**config.mk**
```make
export PLATFORM = sky130hd
export DESIGN_NAME = tmr2_timer
export DESIGN_NICKNAME = d
export VERILOG_FILES = /design/src/rtl/tmr2_pkg.sv /design/src/rtl/tmr2_counter.sv /design/src/rtl/tmr2_channel.sv /design/src/rtl/tmr2_timer.sv
export SDC_FILE = /design/constraint.sdc
export NUM_CORES = 1
export LEC_CHECK = 0
export BUFFER_PORTS_ARGS = -buffer_cell sky130_fd_sc_hd__buf_2
export CAP_MARGIN = 20
export CORE_MARGIN = 1.5
export CORE_UTILIZATION = 40
export CTS_CLUSTER_DIAMETER = 60
export DETAILED_ROUTE_END_ITERATION = 10
export PLACE_DENSITY = 0.57
export SLEW_MARGIN = 25
export SYNTH_ARGS = -nofsm -noshare
export SYNTH_HDL_FRONTEND = slang
export SYNTH_SLANG_ARGS = --single-unit
```
**constraint.sdc**
```tcl
create_clock -name clk -period 3.3 [get_ports clk]
set_clock_uncertainty 0.2 [all_clocks]
set_input_delay 0.66 -clock clk [delete_from_list [all_inputs] [get_ports clk]]
set_output_delay 0.66 -clock clk [all_outputs]
set_load 0.01 [all_outputs]
```
**src/rtl/tmr2_pkg.sv**
```systemverilog
`timescale 1ns/1ps
package tmr2_pkg;
   typedef enum logic [1:0] {
      CH_CAPTURE = 2'b00,
      CH_TOGGLE  = 2'b01,
      CH_PWM     = 2'b10,
      CH_IDLE    = 2'b11
   } ch_mode_e;

   localparam int unsigned REG_STAT  = 0;
   localparam int unsigned REG_MOD   = 1;
   localparam int unsigned REG_CNT   = 2;
   localparam int unsigned REG_C0CTL = 3;
   localparam int unsigned REG_C0VAL = 4;
   localparam int unsigned REG_C1CTL = 5;
   localparam int unsigned REG_C1VAL = 6;

   localparam int unsigned B_FLAG    = 7;
   localparam int unsigned B_IE      = 6;
   localparam int unsigned B_LINK    = 5;
   localparam int unsigned B_MODE_LO = 2;
   localparam int unsigned B_TOV     = 1;
   localparam int unsigned B_MAX     = 0;

   typedef struct packed {
      logic     ie;
      logic     link;
      ch_mode_e mode;
      logic     tov;
      logic     maxd;
   } ch_cfg_t;
endpackage

```
**src/rtl/tmr2_counter.sv**
```systemverilog
`timescale 1ns/1ps
module tmr2_counter #(
   parameter int unsigned CW = 16
)(
   input  logic          clk,
   input  logic          rst_n,
   input  logic          halt,
   input  logic [CW-1:0] limit,
   output logic [CW-1:0] count,
   output logic          wrap
);
   if (CW < 2) begin : g_bad_cw
      $error("tmr2_counter: CW must be at least 2");
   end

   assign wrap = !halt && (count >= limit);

   always_ff @(posedge clk or negedge rst_n) begin
      if (!rst_n)
         count <= '0;
      else if (!halt)
         count <= wrap ? '0 : count + 1'b1;
   end

   // wrap returns to zero, otherwise single steps
   a_r2_wrap_zero: assert property (@(posedge clk) disable iff (!rst_n)
      wrap |=> (count == '0));
   a_r2_step: assert property (@(posedge clk) disable iff (!rst_n)
      (!halt && count < limit) |=> (count == CW'($past(count) + 1'b1)));
   // halted counter holds
   a_r10_hold: assert property (@(posedge clk) disable iff (!rst_n)
      halt |=> $stable(count));
endmodule

```
**src/rtl/tmr2_channel.sv**
```systemverilog
`timescale 1ns/1ps
module tmr2_channel import tmr2_pkg::*; #(
   parameter int unsigned CW        = 16,
   parameter bit          CAPT_SYNC = 1'b0
)(
   input  logic          clk,
   input  logic          rst_n,
   input  logic          run,
   input  logic          wrap,
   input  logic [CW-1:0] count,
   input  logic [CW-1:0] cmp,
   input  ch_mode_e      mode,
   input  logic          tov,
   input  logic          maxd,
   input  logic          pin_in,
   output logic          pin_out,
   output logic          event_hit
);
   logic pin_s, pin_q, rise, match;

   if (CAPT_SYNC) begin : g_sync
      logic [1:0] sr;
      always_ff @(posedge clk or negedge rst_n) begin
         if (!rst_n) sr <= '0;
         else        sr <= {sr[0], pin_in};
      end
      assign pin_s = sr[1];
   end else begin : g_direct
      assign pin_s = pin_in;
   end

   always_ff @(posedge clk or negedge rst_n) begin
      if (!rst_n) pin_q <= 1'b0;
      else        pin_q <= pin_s;
   end

   assign rise  = pin_s & ~pin_q;
   assign match = run && (count == cmp);

   always_comb begin
      case (mode)
         CH_CAPTURE:      event_hit = rise;
         CH_TOGGLE,
         CH_PWM:          event_hit = match;
         default:         event_hit = 1'b0;
      endcase
   end

   always_ff @(posedge clk or negedge rst_n) begin
      if (!rst_n) begin
         pin_out <= 1'b0;
      end else if (mode == CH_TOGGLE) begin
         if (match) pin_out <= ~pin_out;
      end else if (mode == CH_PWM) begin
         if (tov && (maxd || wrap)) pin_out <= 1'b1;
         else if (match)            pin_out <= 1'b0;
      end
   end

   // full duty holds the pin high
   a_r7_full_duty: assert property (@(posedge clk) disable iff (!rst_n)
      (mode == CH_PWM && tov && maxd) |=> pin_out);
   // without toggle-on-wrap a low pin stays low
   a_r6_zero_duty: assert property (@(posedge clk) disable iff (!rst_n)
      (mode == CH_PWM && !tov && !pin_out) |=> !pin_out);
   // toggle on compare
   a_r4_toggle: assert property (@(posedge clk) disable iff (!rst_n)
      (mode == CH_TOGGLE && run && count == cmp) |=> (pin_out != $past(pin_out)));
endmodule

```
**src/rtl/tmr2_timer.sv**
```systemverilog
`timescale 1ns/1ps
module tmr2_timer import tmr2_pkg::*; #(
   parameter int unsigned CW        = 16,
   parameter int unsigned AW        = 3,
   parameter bit          CAPT_SYNC = 1'b0
)(
   input  logic          clk,
   input  logic          rst_n,
   input  logic          halt,
   input  logic          wr_en,
   input  logic          rd_en,
   input  logic [AW-1:0] addr,
   input  logic [CW-1:0] wdata,
   output logic [CW-1:0] rdata,
   input  logic [1:0]    pin_in,
   output logic [1:0]    pin_out,
   output logic [1:0]    pin_oe,
   output logic          irq
);
   localparam int unsigned NCH = 2;
   localparam logic [AW-1:0] A_STAT  = AW'(REG_STAT);
   localparam logic [AW-1:0] A_MOD   = AW'(REG_MOD);
   localparam logic [AW-1:0] A_CNT   = AW'(REG_CNT);
   localparam logic [AW-1:0] A_C0CTL = AW'(REG_C0CTL);
   localparam logic [AW-1:0] A_C0VAL = AW'(REG_C0VAL);
   localparam logic [AW-1:0] A_C1CTL = AW'(REG_C1CTL);
   localparam logic [AW-1:0] A_C1VAL = AW'(REG_C1VAL);

   if (CW < 8 || CW > 32) begin : g_bad_cw
      $error("tmr2_timer: CW must lie in 8..32");
   end
   if (AW < 3) begin : g_bad_aw
      $error("tmr2_timer: AW must be at least 3");
   end

   function automatic logic [CW-1:0] ctl_word(input ch_cfg_t c, input logic f);
      logic [CW-1:0] w;
      w              = '0;
      w[B_FLAG]      = f;
      w[B_IE]        = c.ie;
      w[B_LINK]      = c.link;
      w[B_MODE_LO+:2] = c.mode;
      w[B_TOV]       = c.tov;
      w[B_MAX]       = c.maxd;
      return w;
   endfunction

   logic [CW-1:0]  limit, count;
   logic           wrap;
   logic           ovf_flag, ovf_ie, ovf_arm;
   logic           sel, pend, link, wr_spare;
   ch_cfg_t        cfg_w [NCH];
   logic [CW-1:0]  val_w [NCH];
   logic [NCH-1:0] chf, cie;

   tmr2_counter #(.CW(CW)) u_cnt (
      .clk(clk), .rst_n(rst_n), .halt(halt),
      .limit(limit), .count(count), .wrap(wrap)
   );

   assign link = cfg_w[0].link;

   always_ff @(posedge clk or negedge rst_n) begin
      if (!rst_n) begin
         limit    <= '1;
         ovf_ie   <= 1'b0;
         ovf_flag <= 1'b0;
         ovf_arm  <= 1'b0;
      end else begin
         if (wr_en && addr == A_MOD)  limit  <= wdata;
         if (wr_en && addr == A_STAT) ovf_ie <= wdata[B_IE];
         if (wrap)
            ovf_flag <= 1'b1;
         else if (wr_en && addr == A_STAT && !wdata[B_FLAG] && ovf_arm)
            ovf_flag <= 1'b0;
         if (wr_en && addr == A_STAT)                   ovf_arm <= 1'b0;
         else if (rd_en && addr == A_STAT && ovf_flag)  ovf_arm <= 1'b1;
      end
   end

   // buffered PWM: which channel's value is in use, and a pending changeover
   assign wr_spare = wr_en && (addr == (sel ? A_C0VAL : A_C1VAL));

   always_ff @(posedge clk or negedge rst_n) begin
      if (!rst_n) begin
         sel  <= 1'b0;
         pend <= 1'b0;
      end else if (!link) begin
         sel  <= 1'b0;
         pend <= 1'b0;
      end else begin
         if (wrap && pend) sel <= ~sel;
         if (wr_spare)     pend <= 1'b1;
         else if (wrap)    pend <= 1'b0;
      end
   end

   for (genvar gi = 0; gi < NCH; gi++) begin : g_ch
      localparam logic [AW-1:0] A_CTL = AW'(REG_C0CTL + 2*gi);
      localparam logic [AW-1:0] A_VAL = AW'(REG_C0VAL + 2*gi);
      ch_cfg_t       cfg_q;
      logic [CW-1:0] val_q, cmp;
      logic          flag_q, arm_q, hit;
      ch_mode_e      mode_eff;

      if (gi == 0) begin : g_lead
         assign mode_eff = link ? CH_PWM : cfg_q.mode;
         assign cmp      = (link && sel) ? val_w[1] : val_q;
      end else begin : g_follow
         assign mode_eff = link ? CH_IDLE : cfg_q.mode;
         assign cmp      = val_q;
      end

      tmr2_channel #(.CW(CW), .CAPT_SYNC(CAPT_SYNC)) u_ch (
         .clk(clk), .rst_n(rst_n), .run(!halt), .wrap(wrap),
         .count(count), .cmp(cmp), .mode(mode_eff),
         .tov(cfg_q.tov), .maxd(cfg_q.maxd),
         .pin_in(pin_in[gi]), .pin_out(pin_out[gi]), .event_hit(hit)
      );

      always_ff @(posedge clk or negedge rst_n) begin
         if (!rst_n) begin
            cfg_q  <= '0;
            val_q  <= '0;
            flag_q <= 1'b0;
            arm_q  <= 1'b0;
         end else begin
            if (wr_en && addr == A_CTL) begin
               cfg_q.ie   <= wdata[B_IE];
               cfg_q.link <= (gi == 0) ? wdata[B_LINK] : 1'b0;
               cfg_q.mode <= ch_mode_e'(wdata[B_MODE_LO+:2]);
               cfg_q.tov  <= wdata[B_TOV];
               cfg_q.maxd <= wdata[B_MAX];
            end
            if (hit && mode_eff == CH_CAPTURE)  val_q <= count;
            else if (wr_en && addr == A_VAL)    val_q <= wdata;
            if (hit)
               flag_q <= 1'b1;
            else if (wr_en && addr == A_CTL && !wdata[B_FLAG] && arm_q)
               flag_q <= 1'b0;
            if (wr_en && addr == A_CTL)                  arm_q <= 1'b0;
            else if (rd_en && addr == A_CTL && flag_q)   arm_q <= 1'b1;
         end
      end

      assign cfg_w[gi]  = cfg_q;
      assign val_w[gi]  = val_q;
      assign chf[gi]    = flag_q;
      assign cie[gi]    = cfg_q.ie;
      assign pin_oe[gi] = (mode_eff == CH_TOGGLE) || (mode_eff == CH_PWM);

      // every channel event leaves the flag set
      a_r3_flag_set: assert property (@(posedge clk) disable iff (!rst_n)
         hit |=> flag_q);
   end

   always_comb begin
      rdata = '0;
      case (addr)
         A_STAT: begin
            rdata[B_FLAG] = ovf_flag;
            rdata[B_IE]   = ovf_ie;
         end
         A_MOD:   rdata = limit;
         A_CNT:   rdata = count;
         A_C0CTL: rdata = ctl_word(cfg_w[0], chf[0]);
         A_C0VAL: rdata = val_w[0];
         A_C1CTL: rdata = ctl_word(cfg_w[1], chf[1]);
         A_C1VAL: rdata = val_w[1];
         default: rdata = '0;
      endcase
   end

   assign irq = (ovf_flag & ovf_ie) | (|(chf & cie));

   // software cannot raise the wrap flag
   a_r9_no_sw_set: assert property (@(posedge clk) disable iff (!rst_n)
      (!ovf_flag && !wrap) |=> !ovf_flag);
   // no wrap flag while halted
   a_r10_no_wrap: assert property (@(posedge clk) disable iff (!rst_n)
      (halt && !ovf_flag && !(wr_en && addr == A_STAT)) |=> !ovf_flag);
   // the active buffer only changes at a wrap
   a_r11_sel_hold: assert property (@(posedge clk) disable iff (!rst_n)
      (link && !wrap && !(wr_en && addr == A_C0CTL)) |=> $stable(sel));
   // no flag, no request
   a_r8_quiet: assert property (@(posedge clk) disable iff (!rst_n)
      (!ovf_flag && chf == '0) |-> !irq);
endmodule

```
## Word-level counts from Yosys, hierarchy flattened

Index checks and enable logic that the tools add are counted.

- Flip-flop bits (word level): 88
- Bits of input ports: 26
- Output and inout port bits: 21
- Logic and storage cells: 150

- Order comparisons: 1
- Reduce and logical (&&, ||, !) cells: 54
- Eq/ne operators: 17
- Muxes and demuxes: 41
- Add/sub/neg operators: 1
- Bitwise operators: 10

Operator list:

| operator | number |
|---|---|
| $mux 16 | 6 |
| $pmux 6 s6 | 1 |
| $eq 16x16->1 | 2 |
| $pmux 8 s4 | 1 |
| $logic_and 1x1->1 | 28 |
| $mux 1 | 27 |
| $reduce_bool 2->1 | 12 |
| $add 16x1->16 const B | 1 |
| $ge 16x16->1 | 1 |
| $pmux 2 s7 | 1 |
| $eq 3x3->1 const B | 3 |
| $eq 3x2->1 const B | 2 |
| $mux 2 | 3 |
| $ne 2x1->1 const B | 3 |
| $reduce_and 3->1 | 2 |
| $reduce_or 2->1 | 3 |
| $not 1->1 | 5 |
| $eq 2x1->1 const B | 2 |
| $eq 2x2->1 const B | 2 |
| $logic_not 2->1 | 2 |
| $logic_or 1x1->1 | 4 |
| $pmux 1 s2 | 2 |
| $and 1x1->1 | 3 |
| $eq 3x1->1 const B | 1 |
| 6 further kinds | 7 |

## Logic depth before layout (Yosys ltp)

Gate-level depths: netlist (run 1).

- Depth in word-level cells: 8
- Gate-level depth with buffers: 11
- Gate-level depth less buffers: 9

## Cells and area by module

A second synthesis (run 1) with hierarchy kept.

- Cell total of the unflattened synthesis: 536
- Area total of the unflattened synthesis: 5945.7 µm²

Modules (own cells, without submodules):

| module | cells an instance | seq. area each (µm²) | instances | area an instance (µm²) |
|---|---|---|---|---|
| tmr2_timer | 316 | 1721.7 | 1 | 4003.8 |
| tmr2_counter | 140 | 400.4 | 1 | 1273.7 |
| tmr2_channel | 40 | 50.0 | 2 | 334.1 |

## Worst setup path after synthesis (run 1)

No wires, ideal clock.

- Path type: input -> output
- From: input addr[2]
- To: output rdata[11]
- Path slack: 0.425 ns
- Buffers on the path: 3
- Cell stages on the path: 5
- Data required time: 2.440 ns
- Arrival time: 2.015 ns
- Cell sequence: buf_2 buf_1 clkbuf_1 a22oi_1 o21ai_0

- Word-level cells in the longest chain between the ends: 2
- Elaborated cells on any way between the ends: 5
- Those cells by class: eq/ne: 4; mux: 1

Ends and longest elaborated chain:

| item | RTL line | text |
|---|---|---|
| from (decl) | tmr2_timer.sv:12 | `input logic [AW-1:0] addr,` |
| $eq 3x3->1, or another cell as far along | tmr2_timer.sv:159 | `case (addr)` |
| $pmux 8 s4 (*) | tmr2_timer.sv:159 |  |
| to (decl) | tmr2_timer.sv:14 | `output logic [CW-1:0] rdata,` |

Every way passes the cells marked *; elsewhere a longest branch is shown, timed or not.

## Worst setup path in the final report (run 1)

- From: register link (netlist name)
- To: register g_ch[0].val_q[10]

- Word-level cells in the longest chain between the ends: 7
- Elaborated cells on any way between the ends: 13
- Those cells by class: eq/ne: 3; mux: 4; reduce/logical: 6

Ends and longest elaborated chain:

| item | RTL line | text |
|---|---|---|
| $logic_and 1x1->1 | tmr2_timer.sv:108 | `assign cmp = (link && sel) ? val_w[1] : val_q;` |
| $mux 16 | tmr2_timer.sv:108 |  |
| $eq 16x16->1 | tmr2_channel.sv:38 | `assign match = run && (count == cmp);` |
| $logic_and 1x1->1 | tmr2_channel.sv:38 |  |
| $pmux 1 s2 | tmr2_channel.sv:41 | `case (mode)` |
| $logic_and 1x1->1 (*) | tmr2_timer.sv:135 | `if (hit && mode_eff == CH_CAPTURE) val_q <= count;` |
| $mux 16 / $reduce_bool 2->1 (equally long branches) | -- |  |
| to (signal assigned) | tmr2_timer.sv:135 |  |
| to (signal assigned) | tmr2_timer.sv:136 | `else if (wr_en && addr == A_VAL) val_q <= wdata;` |
| to (decl) | tmr2_timer.sv:102 | `logic [CW-1:0] val_q, cmp;` |

Marked as above.
A chain may end at the register's enable or synchronous reset.

==> results.sh, run 1 <==
export IMPL_status="finished clean"
export IMPL_required_ns=3.33
export IMPL_gr_usage_all_layers_pct=23.03
export IMPL_relSlewSlack_pct=38.54
export IMPL_synthAdderAreaFrac_pct=5.102
export IMPL_hp_class="input port to async pin"
export IMPL_row_count=43
export IMPL_endpoint_kind="flop"
export IMPL_cts_hold_buffers=0
export IMPL_synth_top_family_by_area="multiplexers"
export IMPL_cts_setup_buffers=0
export IMPL_clk_latency_ns=0.35
export IMPL_grt_met2_usage_pct=35.85
export IMPL_drt_iter0_drc=303
export IMPL_layout_common_cells="dfrtp_1, nor2_1, mux2i_1, buf_2, a21oi_1"
export IMPL_synth_edff_count=0
export IMPL_cts_root_buf="clkbuf_16"
export IMPL_synth_yosys_warnings=0
export IMPL_slowest_delay_ns=0.52
export IMPL_fp_dieW_um=121.7
export IMPL_io_pins=47
export IMPL_clock_sinks=88
export IMPL_layout_drive_gt1_share_pct=22.93
export IMPL_via_count=4518
export IMPL_p_leak_nw=2.989
export IMPL_yosysUniqueCellTypes=64
export IMPL_route_antenna_remaining_nets=0
export IMPL_clock_fmax_mhz=319.4
export IMPL_grt_util_met1_pct=32.20
export IMPL_io_buffer_count=46
export IMPL_grt_pass1_wl_um=25550
export IMPL_synthCells=590
export IMPL_grt_ovfl_total=0
export IMPL_setup_tns_ns=0
export IMPL_drc=0
export IMPL_cts_tree="yes"
export IMPL_fill_cells=1326
export IMPL_vias_per_cell=5.592
export IMPL_synth_fp_nets=639
export IMPL_synth_mux_area_share_pct=15.82
export IMPL_dr_pass1_iters=5
export IMPL_finalSetupViolCount=0
export IMPL_synthFlopType="dfrtp_1"
export IMPL_cp_cell_sequence="nand2b_1, ha_1, nor2b_1, nand4b_2, nor4_4, a31oi_4, mux2_4"
export IMPL_cts_buffer_depth=2
export IMPL_fin_area_um2=6371
export IMPL_crit_arrival_ns=3.17
export IMPL_slew_violations=0
export IMPL_hpwl_um=11520
export IMPL_cts_buffers=9
export IMPL_power_density_nw_per_um2=675.3
export IMPL_period_share_pct=94.88
export IMPL_final_common_cell="dfrtp_1"
export IMPL_n_antenna_cell=0
export IMPL_rsz0062_at_grt="no"
export IMPL_globalRouteMet3Util_pct=4.916
export IMPL_fin_crit_ns=3.131
export IMPL_antenna_found_initial=0
export IMPL_ys_seq_area_share_pct=39.40
export IMPL_initial_core_util_pct=40.79
export IMPL_synth_compound_area_share_pct=14.88
export IMPL_synthToLayoutAreaGrowth_pct=12.95
export IMPL_core_area_um2=13830
export IMPL_synthXorXnorAreaFrac_pct=5.280
export IMPL_grt_max_degree=47
export IMPL_worstMarginPinSlew_ns=0.9218
export IMPL_die_h_um=121.7
export IMPL_drt_wl_total_um=16140
export IMPL_cp_slowest_cell="dfrtp_1"
export IMPL_ir_worst_vdd_uv=309.1
export IMPL_path_clk_slew_ns=0.06
export IMPL_synth_area_um2=5640
export IMPL_max_cap_viol_count=0
export IMPL_grt_pass1_vias=4372
export IMPL_finalWeightedCongestion=0.8873
export IMPL_cts_htree_levels=3
export IMPL_cp_num_buf_inv=0
export IMPL_path_delay_family="simple AND/OR/NAND/NOR gates"
export IMPL_path_class="flop to flop"
export IMPL_syn_avg_cell_area_um2=9.560
export IMPL_cts_resized=0
export IMPL_setup_ws_ns=0.1689
export IMPL_finalHoldViolCount=0
export IMPL_async_flop_share_pct=100.0
export IMPL_nNetsFinal=672
export IMPL_dpl_cell_area_um2=6071
export IMPL_ys_seq_elements=88
export IMPL_total_power_mw=4.303
export IMPL_start_kind="flop"
export IMPL_synth_simple_area_share_pct=14.02
export IMPL_gr_max_usage_layer="met2"
export IMPL_crit_fanout=16
export IMPL_die_area_um2=14820
export IMPL_place_ws_ns=0.2038
export IMPL_wl_per_cell_um=19.97
## synth_stat cells (all sizes together) (2+ instances only)
master / instances / area (um2)
dfrtp: 72 / 1802
nor2: 52 / 195.2
mux2i: 46 / 460.4
a21oi: 41 / 205.2
nand2: 38 / 150.1
mux2: 37 / 431.7
o21ai: 34 / 170.2
clkbuf: 32 / 121.4
inv: 31 / 116.4
ha: 23 / 287.8
xnor2: 22 / 192.7
dfstp: 16 / 420.4
a22oi: 13 / 97.59
nand3: 13 / 65.06
nand2b: 12 / 75.07
xor2: 12 / 105.1
buf: 10 / 72.56
nor2b: 9 / 56.30
o22ai: 8 / 50.05
nor3: 7 / 35.03
a221oi: 6 / 65.06
and3: 6 / 37.54
a21o: 5 / 37.54
a31oi: 5 / 46.29
and2: 4 / 27.53
nand4: 3 / 18.77
nand4b: 3 / 32.53
nor4: 3 / 33.78
a211o: 2 / 17.52
a221o: 2 / 20.02
a31o: 2 / 17.52
or2: 2 / 12.51
## worst paths after layout
| kind | slack [ns] | endpoint | depth (start not counted) | start |
|---|---|---|---|---|
| max | 0.17 | g_ch[0].val_q[10]$_DFFE_PN0P_ | 7 | link$_DFFE_PN0P_ |
| min | 0.11 | cfg_w[0]$_DFFE_PN0P_ | 1 | rst_n |
| max reg2reg | 0.17 | g_ch[0].val_q[10]$_DFFE_PN0P_ | 7 | link$_DFFE_PN0P_ |
| min reg2reg | 0.32 | g_ch[0].u_ch.pin_out$_DFFE_PN0P_ | 2 | g_ch[0].u_ch.pin_out$_DFFE_PN0P_ |
| max in group asynchronous | 2.04 | limit[10]$_DFFE_PN1P_ | 2 | rst_n |
| min in group clk | 0.23 | g_ch[1].u_ch.pin_q$_DFF_PN0_ | 1 | pin_in[1] |
## metal layers
metal | up-vias | share of wire (%)
met5 | - | 0
met4 | 0 | 1.6
met3 | 19 | 5.2
met2 | 134 | 46
met1 | 2225 | 47
li1 | 2140 | -
## power by group
group | internal, mW | switching, mW
logic | 0.703 | 0.746
registers | 1.41 | 0.390
clock network | 0.626 | 0.426
## logic make-up (layout without fill, tap and decap cells)
group / Yosys count / after routing
multiplexers: 83 / 83
adder cells (fa/ha/maj): 23 / 23
AND/OR/NAND/NOR: 158 / 158
AO/OA/AOI/OAI: 131 / 131
flip-flops: 88 / 88
buffers and inverters: 73 / 111
XOR/XNOR: 34 / 34
## cell type report
type	count	area, um2	area share (%)
Multi-Input combinational cell	429	3114	48.88
Sequential cell	88	2222	34.88
Clock buffer	13	260.3	4.085
Timing Repair Buffer	64	392.9	6.167
Tap cell	180	225.2	3.535
Clock inverter	3	40.04	0.6284
Inverter	31	116.4	1.826
## state kept, by name, summed over array words and instances, names as in the netlist, 2 cells and up
signal / flops
cfg_w: 10
g_ch.val_q: 16
g_ch.arm_q: 2
g_ch.cmp: 16
g_ch.u_ch.pin_out: 2
g_ch.flag_q: 2
u_cnt.count: 16
g_ch.u_ch.pin_q: 2
limit: 16
## per-stage QoR
step                hold WS [ns]  cells  util, %
floorplan                 0.1644    590        -
global placement          0.3011    792    43.91
detailed placement        0.3160    792    43.91
CTS                       0.1358    808    46.08
global route              0.1600    808    46.08
finish                    0.1147    808    46.08
No activity file was read; power rests on OpenSTA's default activity.
==> run 2: changes to the inputs <==
--- a/config.mk
+++ b/config.mk
@@ -7,6 +7,7 @@
 export LEC_CHECK = 0
 export BUFFER_PORTS_ARGS = -buffer_cell sky130_fd_sc_hd__buf_2
 export CAP_MARGIN = 20
+export CORE_ASPECT_RATIO = 1.5
 export CORE_MARGIN = 1.5
 export CORE_UTILIZATION = 40
 export CTS_CLUSTER_DIAMETER = 60
==> results.sh, run 2 (same netlist as run 1, synthesis figures left out) <==
export IMPL_dp_cells=786
export IMPL_start_kind="flop"
export IMPL_io_pins=47
export IMPL_finalSetupViolCount=0
export IMPL_required_ns=3.33
export IMPL_max_cap_viol_count=0
export IMPL_hp_class="input port to async pin"
export IMPL_setup_tns_ns=0
export IMPL_gr_max_usage_layer="met2"
export IMPL_cp_slowest_cell="dfrtp_1"
export IMPL_cp_cell_sequence="nand2b_1, ha_1, nor2b_1, nand4b_2, nor4_4, a31oi_4, mux2_4"
export IMPL_drt_wl_total_um=16660
export IMPL_antenna_found_initial=0
export IMPL_cts_resized=0
export IMPL_layout_common_cells="dfrtp_1, nor2_1, mux2i_1, buf_2, a21oi_1"
export IMPL_cts_buffers=9
export IMPL_clk_latency_ns=0.35
export IMPL_cts_htree_levels=3
export IMPL_via_count=4532
export IMPL_drt_iter0_drc=268
export IMPL_cts_tree="yes"
export IMPL_setup_ws_ns=0.2053
export IMPL_crit_arrival_ns=3.12
export IMPL_n_antenna_cell=0
export IMPL_initial_core_util_pct=40.50
export IMPL_grt_pass1_wl_um=26290
export IMPL_die_h_um=148.4
export IMPL_cts_buffer_depth=2
export IMPL_place_ws_ns=0.2434
export IMPL_grt_util_met1_pct=28.09
export IMPL_synthToLayoutAreaGrowth_pct=13.29
export IMPL_clock_sinks=88
export IMPL_wl_per_cell_um=20.77
export IMPL_core_area_um2=13930
export IMPL_finalWeightedCongestion=0.8897
export IMPL_cts_setup_buffers=0
export IMPL_grt_pass1_vias=4693
export IMPL_slowest_delay_ns=0.52
export IMPL_fp_dieW_um=99.96
export IMPL_io_buffer_count=46
export IMPL_slew_violations=0
export IMPL_worstMarginPinSlew_ns=0.8561
export IMPL_route_antenna_remaining_nets=0
export IMPL_period_share_pct=93.78
export IMPL_layout_drive_gt1_share_pct=24.18
export IMPL_globalRouteMet3Util_pct=3.618
export IMPL_gr_usage_all_layers_pct=23.43
export IMPL_final_util_pct=45.89
export IMPL_clock_fmax_mhz=323.1
export IMPL_relSlewSlack_pct=42.92
export IMPL_fin_crit_ns=3.095
export IMPL_cts_hold_buffers=0
export IMPL_status="finished clean"
export IMPL_die_area_um2=14840
export IMPL_fin_cells=802
export IMPL_p_leak_nw=3.011
export IMPL_crit_fanout=16
export IMPL_hpwl_um=12420
export IMPL_nNetsFinal=681
export IMPL_power_density_nw_per_um2=668.5
export IMPL_rsz0062_at_grt="no"
export IMPL_dr_pass1_iters=4
export IMPL_cts_root_buf="clkbuf_16"
export IMPL_vias_per_cell=5.651
export IMPL_path_class="flop to flop"
export IMPL_grt_ovfl_total=0
export IMPL_grt_max_degree=54
export IMPL_ir_worst_vdd_uv=317.4
export IMPL_final_common_cell="dfrtp_1"
export IMPL_row_count=53
export IMPL_finalHoldViolCount=0
export IMPL_drc=0
export IMPL_grt_met2_usage_pct=40.88
export IMPL_path_clk_slew_ns=0.07
export IMPL_endpoint_kind="flop"
run 2: cell count changes in the layout (fill, tap and decap cells not counted), sizes merged:
| cell | previous run | this run |
|---|---|---|
| bufinv | 1 | 0 |
| inv | 31 | 32 |
| clkbuf | 13 | 11 |
| buf | 64 | 73 |
| clkinv | 2 | 1 |
| clkinvlp | 0 | 3 |
run 2: through the flow:
stage	power (mW)	instance area, um2	hold WS (ns)
after detailed placement	3.293	6107	0.3115
after global routing	4.549	6390	0.1105
final	4.272	6390	0.07454
after global placement	3.261	6107	0.2958
after CTS	4.305	6390	0.09703
after floorplan	2.774	5640	0.1644
run 2: worst paths after layout:
check	start	to	slack (ns)	cells after the start
setup / recovery	link$_DFFE_PN0P_	g_ch[0].val_q[11]$_DFFE_PN0P_	0.21	7
min in group clk	pin_in[1]	g_ch[1].u_ch.pin_q$_DFF_PN0_	0.23	1
max in group asynchronous	rst_n	limit[0]$_DFFE_PN1P_	2.10	2
setup reg to reg	link$_DFFE_PN0P_	g_ch[0].val_q[11]$_DFFE_PN0P_	0.21	7
hold / removal	rst_n	u_cnt.count[10]$_DFFE_PN0N_	0.07	1
hold reg to reg	g_ch[1].u_ch.pin_out$_DFFE_PN0P_	g_ch[1].u_ch.pin_out$_DFFE_PN0P_	0.32	2
run 2: metal layers:
layer | routed length (um) | vias up
li1 | - | 2156
met1 | 6916 | 2229
met2 | 8502 | 112
met3 | 654 | 35
met4 | 586 | 0
met5 | 0 | -
run 2: where the power goes:
| group | internal [mW] | total, mW | switching (mW) | leakage, nW |
|---|---|---|---|---|
| logic | 0.723 | 1.48 | 0.762 | 1.84 |
| clock network | 0.536 | 0.987 | 0.452 | 0.128 |
| registers | 1.41 | 1.80 | 0.389 | 1.04 |
| total | 2.67 | 4.27 | 1.60 | 3.01 |
run 2: worst max-delay path: cells and delay by family (launching register included):
kind / cells / cell delay [ns]
flops: 1 / 0.52
simple gates: 4 / 1.06
fa+ha+maj: 1 / 0.37
mux: 1 / 0.42
compound gates: 1 / 0.40
run 2: area by class of cell:
type / instances / area [um2]
clock buffer: 11 / 242.7
tap: 165 / 206.4
sequential: 88 / 2222
timing repair buffer: 73 / 447.9
multi-input combinational: 429 / 3114
fill: 1377 / 7536
inverter: 31 / 116.4
clock inverter: 5 / 40.04
==> run 3: changes to the inputs <==
--- a/config.mk
+++ b/config.mk
@@ -16,4 +16,5 @@
 export SLEW_MARGIN = 25
 export SYNTH_ARGS = -nofsm -noshare
 export SYNTH_HDL_FRONTEND = slang
+export SYNTH_HIERARCHICAL = 1
 export SYNTH_SLANG_ARGS = --single-unit
==> results.sh, run 3 <==
export IMPL_rr_endpoint="g_ch[0].val_q[11]$_DFFE_PN0P_"
export IMPL_path_clk_slew_ns=0.07
export IMPL_synth_area_leaders="dfrtp_1, mux2_1, mux2_2, dfstp_2, ha_1"
export IMPL_cts_resized=0
export IMPL_finalWeightedCongestion=0.8614
export IMPL_route_antenna_remaining_nets=0
export IMPL_nNetsFinal=655
export IMPL_drc=0
export IMPL_yosys_area_top_type_share_pct=30.30
export IMPL_yosysUniqueCellTypes=64
export IMPL_reg2reg_slack_ns=0.16
export IMPL_total_power_mw=4.361
export IMPL_die_h_um=152.3
export IMPL_fin_area_um2=6892
export IMPL_fp_dieW_um=102.5
export IMPL_grt_ovfl_total=0
export IMPL_setup_tns_ns=0
export IMPL_ys_seq_elements=88
export IMPL_cts_buffers=9
export IMPL_hp_class="input port to async pin"
export IMPL_synthFlopType="dfrtp_1"
export IMPL_hpwl_um=12570
export IMPL_die_area_um2=15620
export IMPL_fin_crit_ns=3.135
export IMPL_max_cap_viol_count=0
export IMPL_drt_iter0_drc=167
export IMPL_layout_drive_gt1_share_pct=30.87
export IMPL_grt_max_degree=52
export IMPL_rr_startpoint="sel$_DFFE_PN0P_"
export IMPL_cts_setup_buffers=0
export IMPL_crit_fanout=16
export IMPL_layout_common_cells="dfrtp_1, mux2_1, buf_2, mux2_2, buf_4"
export IMPL_cts_hold_buffers=0
export IMPL_relSlewSlack_pct=59.44
export IMPL_r2r_cells=12
export IMPL_synth_edff_count=0
export IMPL_finalHoldViolCount=0
export IMPL_cts_buffer_depth=2
export IMPL_fill_cells=1344
export IMPL_synthToLayoutAreaGrowth_pct=15.91
export IMPL_period_share_pct=95.00
export IMPL_n_antenna_cell=0
export IMPL_row_count=54
export IMPL_place_ws_ns=0.08130
export IMPL_ir_worst_vdd_uv=314.1
export IMPL_worstMarginPinSlew_ns=0.6084
export IMPL_async_flop_share_pct=100.0
export IMPL_cts_htree_levels=3
export IMPL_endpoint_kind="flop"
export IMPL_finalSetupViolCount=0
export IMPL_cts_tree="yes"
export IMPL_final_common_cell="dfrtp_1"
export IMPL_clock_sinks=88
export IMPL_grt_pass1_wl_um=26840
export IMPL_drt_wl_total_um=16920
export IMPL_power_density_nw_per_um2=632.8
export IMPL_start_kind="flop"
export IMPL_grt_pass1_vias=4743
export IMPL_clock_fmax_mhz=319.0
export IMPL_initial_core_util_pct=40.93
export IMPL_path_class="flop to flop"
export IMPL_setup_ws_ns=0.1650
export IMPL_gr_usage_all_layers_pct=22.95
export IMPL_cts_root_buf="clkbuf_16"
export IMPL_synthTopCellsByCount="dfrtp_1, mux2_1, mux2_2"
export IMPL_rsz0062_at_grt="no"
export IMPL_required_ns=3.32
export IMPL_synth_area_um2=5946
export IMPL_yosysMostFrequentCell="dfrtp_1"
export IMPL_synth_yosys_warnings=6
export IMPL_wl_per_cell_um=21.02
export IMPL_crit_arrival_ns=3.15
export IMPL_ys_seq_area_share_pct=37.37
export IMPL_syn_avg_cell_area_um2=11.09
export IMPL_slew_violations=0
export IMPL_status="finished clean"
export IMPL_dr_pass1_iters=4
export IMPL_synth_fp_nets=587
export IMPL_core_area_um2=14530
export IMPL_vias_per_cell=5.594
export IMPL_synthCells=536
export IMPL_dpl_cell_area_um2=6561
export IMPL_io_pins=47
export IMPL_clk_latency_ns=0.35
export IMPL_antenna_found_initial=0
export IMPL_yosysTopAreaCell="dfrtp_1"
export IMPL_via_count=4503
export IMPL_io_buffer_count=46
export IMPL_p_leak_nw=2.994
-- run 3: changes by cell type in the layout (fill, tap and decap cells not counted), moves of 11 or more --
| cell | previous run | this run |
|---|---|---|
| mux2_1 | 0 | 69 |
| nand2_1 | 37 | 24 |
| mux2i_1 | 46 | 16 |
| o21ai_0 | 33 | 1 |
| a21oi_1 | 41 | 11 |
| nor2_1 | 51 | 21 |
| xnor2_1 | 22 | 33 |
-- run 3: worst max-delay path, stage by stage, from the launching register on --
cell and delay (ns):
dfrtp_1 0.43, nand2_1 0.14, buf_12 0.17, mux2_1 0.34
xnor2_1 0.19, nand4_1 0.15, nor2_1 0.15, nand3_1 0.14
a21oi_2 0.23, nand2_4 0.12, buf_4 0.18, mux2_2 0.26
mux2_1 0.29
-- run 3: per-stage QoR --
step                      util (%)  cells  hold slack (ns)
after CTS                    47.37    805           0.1076
after global routing         47.44    805           0.1246
final                        47.44    805          0.08803
after global placement       45.17    789           0.2705
after floorplan                  -    536           0.1644
after detailed placement     45.17    789           0.2770
-- run 3: per-layer routing --
metal	vias to the layer above	wire, um	GRT usage [%]
met5	-	0	0
met1	2254	6674	27.30
met2	133	8855	39.89
met3	36	710	4.037
li1	2080	-	-
met4	0	682	9.589
-- run 3: power breakdown --
part	internal, mW	switching (mW)	total (mW)
logic	0.755	0.737	1.49
clock network	0.667	0.452	1.12
registers	1.41	0.340	1.75
total	2.83	1.53	4.36
-- run 3: worst max path at each step --
stage	startpoint	end	slack [ns]	depth (start not counted)
finish	sel$_DFFE_PN0P_	g_ch[0].val_q[11]$_DFFE_PN0P_	0.16	12
detailed placement	sel$_DFFE_PN0P_	g_ch[0].val_q[2]$_DFFE_PN0P_	0.08	12
global route	sel$_DFFE_PN0P_	g_ch[0].val_q[2]$_DFFE_PN0P_	0.05	12
global placement	sel$_DFFE_PN0P_	g_ch[0].val_q[5]$_DFFE_PN0P_	0.22	12
floorplan	link$_DFFE_PN0N_	g_ch[0].val_q[0]$_DFFE_PN0P_	0.03	13
CTS	sel$_DFFE_PN0P_	g_ch[0].val_q[11]$_DFFE_PN0P_	0.06	12
-- run 3: layout make-up --
type	count	area, um2	area share (%)
timing repair buffer	81	520.5	7.553
multi-input combinational	394	3471	50.36
tap	196	245.2	3.558
clock buffer	10	229.0	3.322
sequential	88	2222	32.24
inverter	30	112.6	1.634
clock inverter	6	91.34	1.325
-- run 3: cell families after synthesis --
group,synth area share (%)
muxes,25.67
and+or+nand+nor,12.88
DFF,37.37
AOI/OAI and AO/OA,8.060
buffers and inverters,4.419
xor gates and xnor gates,6.334
adders and majority gates,5.261
